### src/rtl/thr_pkg.sv
package thr_pkg;
  typedef enum logic {
    MODE_BINARY = 1'b0,
    MODE_PASS   = 1'b1
  } thr_mode_e;
endpackage

### src/rtl/thr_cfg_regs.sv
module thr_cfg_regs
  import thr_pkg::*;
#(
  parameter int PIX_W = 8
) (
  input  logic             clk,
  input  logic             rst,
  input  logic             wr_en,
  input  logic [PIX_W-1:0] wr_level,
  input  logic             wr_mode,
  input  logic             busy,
  output logic [PIX_W-1:0] level_q,
  output thr_mode_e        mode_q
);
  localparam logic [PIX_W-1:0] RST_LEVEL = {1'b0, {(PIX_W-1){1'b1}}};

  // Writes only land while nothing is in flight
  logic accept;
  assign accept = wr_en && !busy;

  always_ff @(posedge clk) begin
    if (rst) begin
      level_q <= RST_LEVEL;
      mode_q  <= MODE_BINARY;
    end else if (accept) begin
      level_q <= wr_level;
      mode_q  <= thr_mode_e'(wr_mode);
    end
  end
endmodule

### src/rtl/thr_decide.sv
module thr_decide
  import thr_pkg::*;
#(
  parameter int PIX_W = 8
) (
  input  logic [PIX_W-1:0] pixel,
  input  logic [PIX_W-1:0] level,
  input  thr_mode_e        mode,
  output logic [PIX_W-1:0] result
);
  localparam logic [PIX_W-1:0] WHITE = {PIX_W{1'b1}};

  // A single strict comparator feeds both output policies
  logic above;
  assign above = pixel > level;

  logic [PIX_W-1:0] policy [2];
  assign policy[0] = above ? WHITE : '0;
  assign policy[1] = above ? pixel : '0;

  always_comb begin
    unique case (mode)
      MODE_BINARY: result = policy[0];
      MODE_PASS:   result = policy[1];
      default:     result = '0;
    endcase
  end
endmodule

### src/rtl/thr_out_stage.sv
module thr_out_stage #(
  parameter int PIX_W = 8
) (
  input  logic             clk,
  input  logic             rst,
  input  logic             in_valid,
  input  logic [PIX_W-1:0] in_data,
  output logic             out_valid,
  output logic [PIX_W-1:0] out_data
);
  always_ff @(posedge clk) begin
    if (rst) begin
      out_valid <= 1'b0;
      out_data  <= '0;
    end else begin
      out_valid <= in_valid;
      out_data  <= in_valid ? in_data : '0;
    end
  end
endmodule

### src/rtl/pixel_threshold_unit.sv
module pixel_threshold_unit
  import thr_pkg::*;
#(
  parameter int PIX_W = 8
) (
  input  logic             clk,
  input  logic             rst,
  input  logic             cfg_we,
  input  logic [PIX_W-1:0] cfg_level,
  input  logic             cfg_mode,
  input  logic             pix_valid,
  input  logic [PIX_W-1:0] pix_data,
  output logic             out_valid,
  output logic [PIX_W-1:0] out_data
);
  logic [PIX_W-1:0] level_q;
  thr_mode_e        mode_q;
  logic [PIX_W-1:0] decided;
  logic             in_flight;

  assign in_flight = pix_valid || out_valid;

  thr_cfg_regs #(.PIX_W(PIX_W)) u_cfg (
    .clk      (clk),
    .rst      (rst),
    .wr_en    (cfg_we),
    .wr_level (cfg_level),
    .wr_mode  (cfg_mode),
    .busy     (in_flight),
    .level_q  (level_q),
    .mode_q   (mode_q)
  );

  thr_decide #(.PIX_W(PIX_W)) u_dec (
    .pixel  (pix_data),
    .level  (level_q),
    .mode   (mode_q),
    .result (decided)
  );

  thr_out_stage #(.PIX_W(PIX_W)) u_out (
    .clk       (clk),
    .rst       (rst),
    .in_valid  (pix_valid),
    .in_data   (decided),
    .out_valid (out_valid),
    .out_data  (out_data)
  );
endmodule

### config.mk
export PLATFORM = sky130hd
export DESIGN_NAME = pixel_threshold_unit
export DESIGN_NICKNAME = d
export VERILOG_FILES = /design/src/rtl/thr_pkg.sv /design/src/rtl/thr_cfg_regs.sv /design/src/rtl/thr_decide.sv /design/src/rtl/thr_out_stage.sv /design/src/rtl/pixel_threshold_unit.sv
export SDC_FILE = /design/constraint.sdc
export NUM_CORES = 1
export LEC_CHECK = 0
export BUFFER_PORTS_ARGS = -buffer_cell sky130_fd_sc_hd__buf_2
export CAP_MARGIN = 20
export CELL_PAD_IN_SITES_DETAIL_PLACEMENT = 0
export CELL_PAD_IN_SITES_GLOBAL_PLACEMENT = 1
export CORE_ASPECT_RATIO = 1.25
export CORE_UTILIZATION = 33
export CTS_BUF_LIST = sky130_fd_sc_hd__clkbuf_16
export CTS_CLUSTER_DIAMETER = 60
export DETAILED_ROUTE_END_ITERATION = 10
export GPL_TIMING_DRIVEN = 0
export PLACE_DENSITY_LB_ADDON = 0.1
export SYNTH_ARGS = -nofsm -noshare
export SYNTH_HDL_FRONTEND = slang
export SYNTH_SLANG_ARGS = --single-unit
export TNS_END_PERCENT = 1
### constraint.sdc
create_clock -name clk -period 1.4 [get_ports clk]
set_input_delay 0.28 -clock clk [delete_from_list [all_inputs] [get_ports clk]]
set_output_delay 0.28 -clock clk [all_outputs]
set_load 0.1 [all_outputs]
==> impl_results.md <==
- Comb power frac: around a quarter
- Rows: 22
- Slew Viols, Final: 0
- Fill cell count: ~300
- CP bufs+invs: 3
- Drt first pass iters: 3
- Switching part of the total: a little under a third
- CTS tree: done
- Top fanout value on the critical path: 8
- Synth Instances: between 100 and 150
- Die Ht: about 64 um
- # setup viols final: 1
- WP data arrival: roughly 1.6 ns
- Core Footprint: 2920 um^2
- Worst-path cell chain: inv_2 -> ha_4 -> and4_1 -> buf_6 -> nand2_8 -> buf_6 -> o2111ai_2 -> nand2_1
- Clk slew on worst S/H paths: roughly 0.050 ns
- Final GP Congestion: between 0.6 and 0.7
- Post-layout min period: about 1.4 ns
- H-tree levels: 1
- HP Class: input port to flip-flop
- Global-route usage over all layers: ~15%
- Top delay family on crit path: simple AND/OR/NAND/NOR gates
- Clock power frac: ~39%
- CTS max path bufs: 2
- Vias: 881
- Worst skew pair latency: between 0.2 and 0.3 ns
- Clock Tree Root: clkbuf_16
- I/O pin cnt: 30
- Most frequent cells in the layout: 29 x buf_2, 15 x dfxtp_1, 12 x inv_1
- Maximum clock rate: between 700 and 800 MHz
- CP startpoint kind: flip-flop
- Final Instance Count excl. Fillers: approximately 180
- Via density: 4.87
- Sequential Area: around 360 um^2
- Final hold slack: approximately 0.23 ns
- Fin crit share: 101%
- ANT nets after route: 0
- Switching pwr: between 0.0004 and 0.0005 W
- Final number of hold-violating endpoints: 0
- Input/output buffers: 28
- Setup CP Type: flip-flop to flip-flop
- Cells after DPL: about 180
- Netlist cell types: 22
- Full die area: 3260 um^2
- Die width: roughly 50 um
- Post-Syn Nets: 140
- Post-Syn Area: between 1000 and 1500 um^2
- Synth Area per Inst: 9.02 um^2
- Area of the multi-input gates: approximately 690 um^2
- Drt first-iter violations: 8
- Worst rel slew slack: 68.0%
- Hold Buf Count CTS: 0
- Crit path largest cell delay: between 0.3 and 0.4 ns
- Clock skew: 0.00174 ns
- Sequential power share: 36.6%
- Initial Util: between 30 and 40%
- Post-route setup slack: -0.0121 ns
- Largest net degree at the start of global routing: 11
- Total of warnings raised by yosys: 0
- Number of global-route vias before repair: 890
- Initial antenna violation count: 0
- Final core occ: 50.0%
- Sequential fraction of the synthesis area: 36.0%
- Failing checks: setup timing
- Commonest non-fill, non-tap cell in the layout: buf_2
- Worst path slowest cell: dfxtp_2
- Max-cap violations: 0
- Status: complete, but fails checks
- RSZ-0062 raised after global routing: yes
- Worst-Margin Slew: about 0.48 ns
- Worst setup EP type: flip-flop
- First-pass GRT wire length: around 3800 um
- Num CTS Buffers: 3
- DRT Wirelength: about 2100 um
- P_leak: ~0.7 nW
- Power, Total: about 0.0015 W
- FF+latch count, synth: 18
- Int Pwr: around 0.0010 W
- Remaining Overflow, GRT: 0
- Num Clock Sinks: 18
- NumNets Final: approximately 180
- Share of layout cells above drive strength 1: between 50% and 60%
- PD cells: around 1000 nW/um^2
- Area Growth Syn to Fin: 45.8%
- WP data required: approximately 1.5 ns
- Cell mode on critical path: buf_6
- Worst VDD drop: about 0.0006 V
- ANT cells: 0
- DRC viols: 0
- WL/cell: about 12 um
-- metal layers --
metal	vias to the layer above	wire [um]	global-route usage (%)
met4	0	39	7.09
met2	18	1070	26.5
met3	4	64	1.45
met1	401	925	18.7
met5	-	0	0
li1	458	-	-
-- stage by stage --
stage	setup slack, ns	area, um^2	setup TNS (ns)
after floorplan	0.00850	1000	0
after global routing	-0.0846	1460	-0.503
after global placement	-0.148	1190	-1.08
after CTS	0.00402	1440	0
final	-0.0121	1460	-0.0121
after detailed placement	-0.153	1190	-1.14
-- Yosys cell counts, drive strengths merged --
master,count,area (um^2)
a21oi,11,85.1
mux2i,1,10.0
nor2,9,33.8
dfxtp,18,360
o2111ai,8,70.1
nand3,8,40.0
nor2b,2,12.5
buf,6,57.6
o211a,1,10.0
a211o,7,61.3
ha,8,100
inv,16,60.1
a21o,1,7.51
nand2b,1,6.26
nor3b,1,18.8
and4,2,17.5
nand2,10,45.0
o21ai,1,5.00
-- area by class of cell --
cell class	instances	area share, %
Tap cell	36	3.09
Timing Repair Buffer	30	10.9
Clock buffer	3	5.15
Buffer	6	3.95
Inverter	16	4.12
Clock inverter	1	0.257
Sequential cell	18	25.0
Multi-Input combinational cell	71	47.6
-- power groups by stage --
stage,clock (W),combinational [W],sequential (W)
finish,0.000583,0.000370,0.000552
CTS,0.000595,0.000371,0.000551
detailed placement,0,0.000315,0.000561
floorplan,0,0.000135,0.000666
global route,0.000633,0.000407,0.000554
global placement,0,0.000310,0.000561
-- worst paths after layout --
kind	slack (ns)	depth (start not counted)	end	start
min reg2reg	0.57	3	u_cfg.level_q[4]$_SDFFE_PP1P_	u_cfg.level_q[4]$_SDFFE_PP1P_
max reg2reg	-0.01	8	u_out.out_data[2]$_SDFF_PP0_	u_cfg.level_q[7]$_SDFFE_PP0P_
min	0.23	2	u_cfg.level_q[6]$_SDFFE_PP1P_	cfg_level[6]
max	-0.01	8	u_out.out_data[2]$_SDFF_PP0_	u_cfg.level_q[7]$_SDFFE_PP0P_
-- cell families (layout without fill, tap and decap cells) --
kind of cell	after synthesis	in the layout	synth area share, %
AND/OR/NAND/NOR	33	33	17.4
AO/OA/AOI/OAI	29	29	23.9
buffers and inverters	22	56	11.7
flip-flops	18	18	36.0
adder cells (fa/ha/maj)	8	8	10.0
multiplexers	1	1	1.00
-- what timing repair did --
action / CTS / global route
pin swaps: 13 / 5
setup endpoints to repair: 8 / 8
hold endpoints to repair: 0 / 0
gates resized for setup: 29 / 4
buffers inserted: 1 / 0
cloned: 1 / 0
-- state kept, by name (all words and copies together), names as in the netlist --
register         flops
u_out.out_valid      1
u_cfg.mode_q         1
u_cfg.level_q        8
u_out.out_data       8
(Power assumes the default switching activity.)
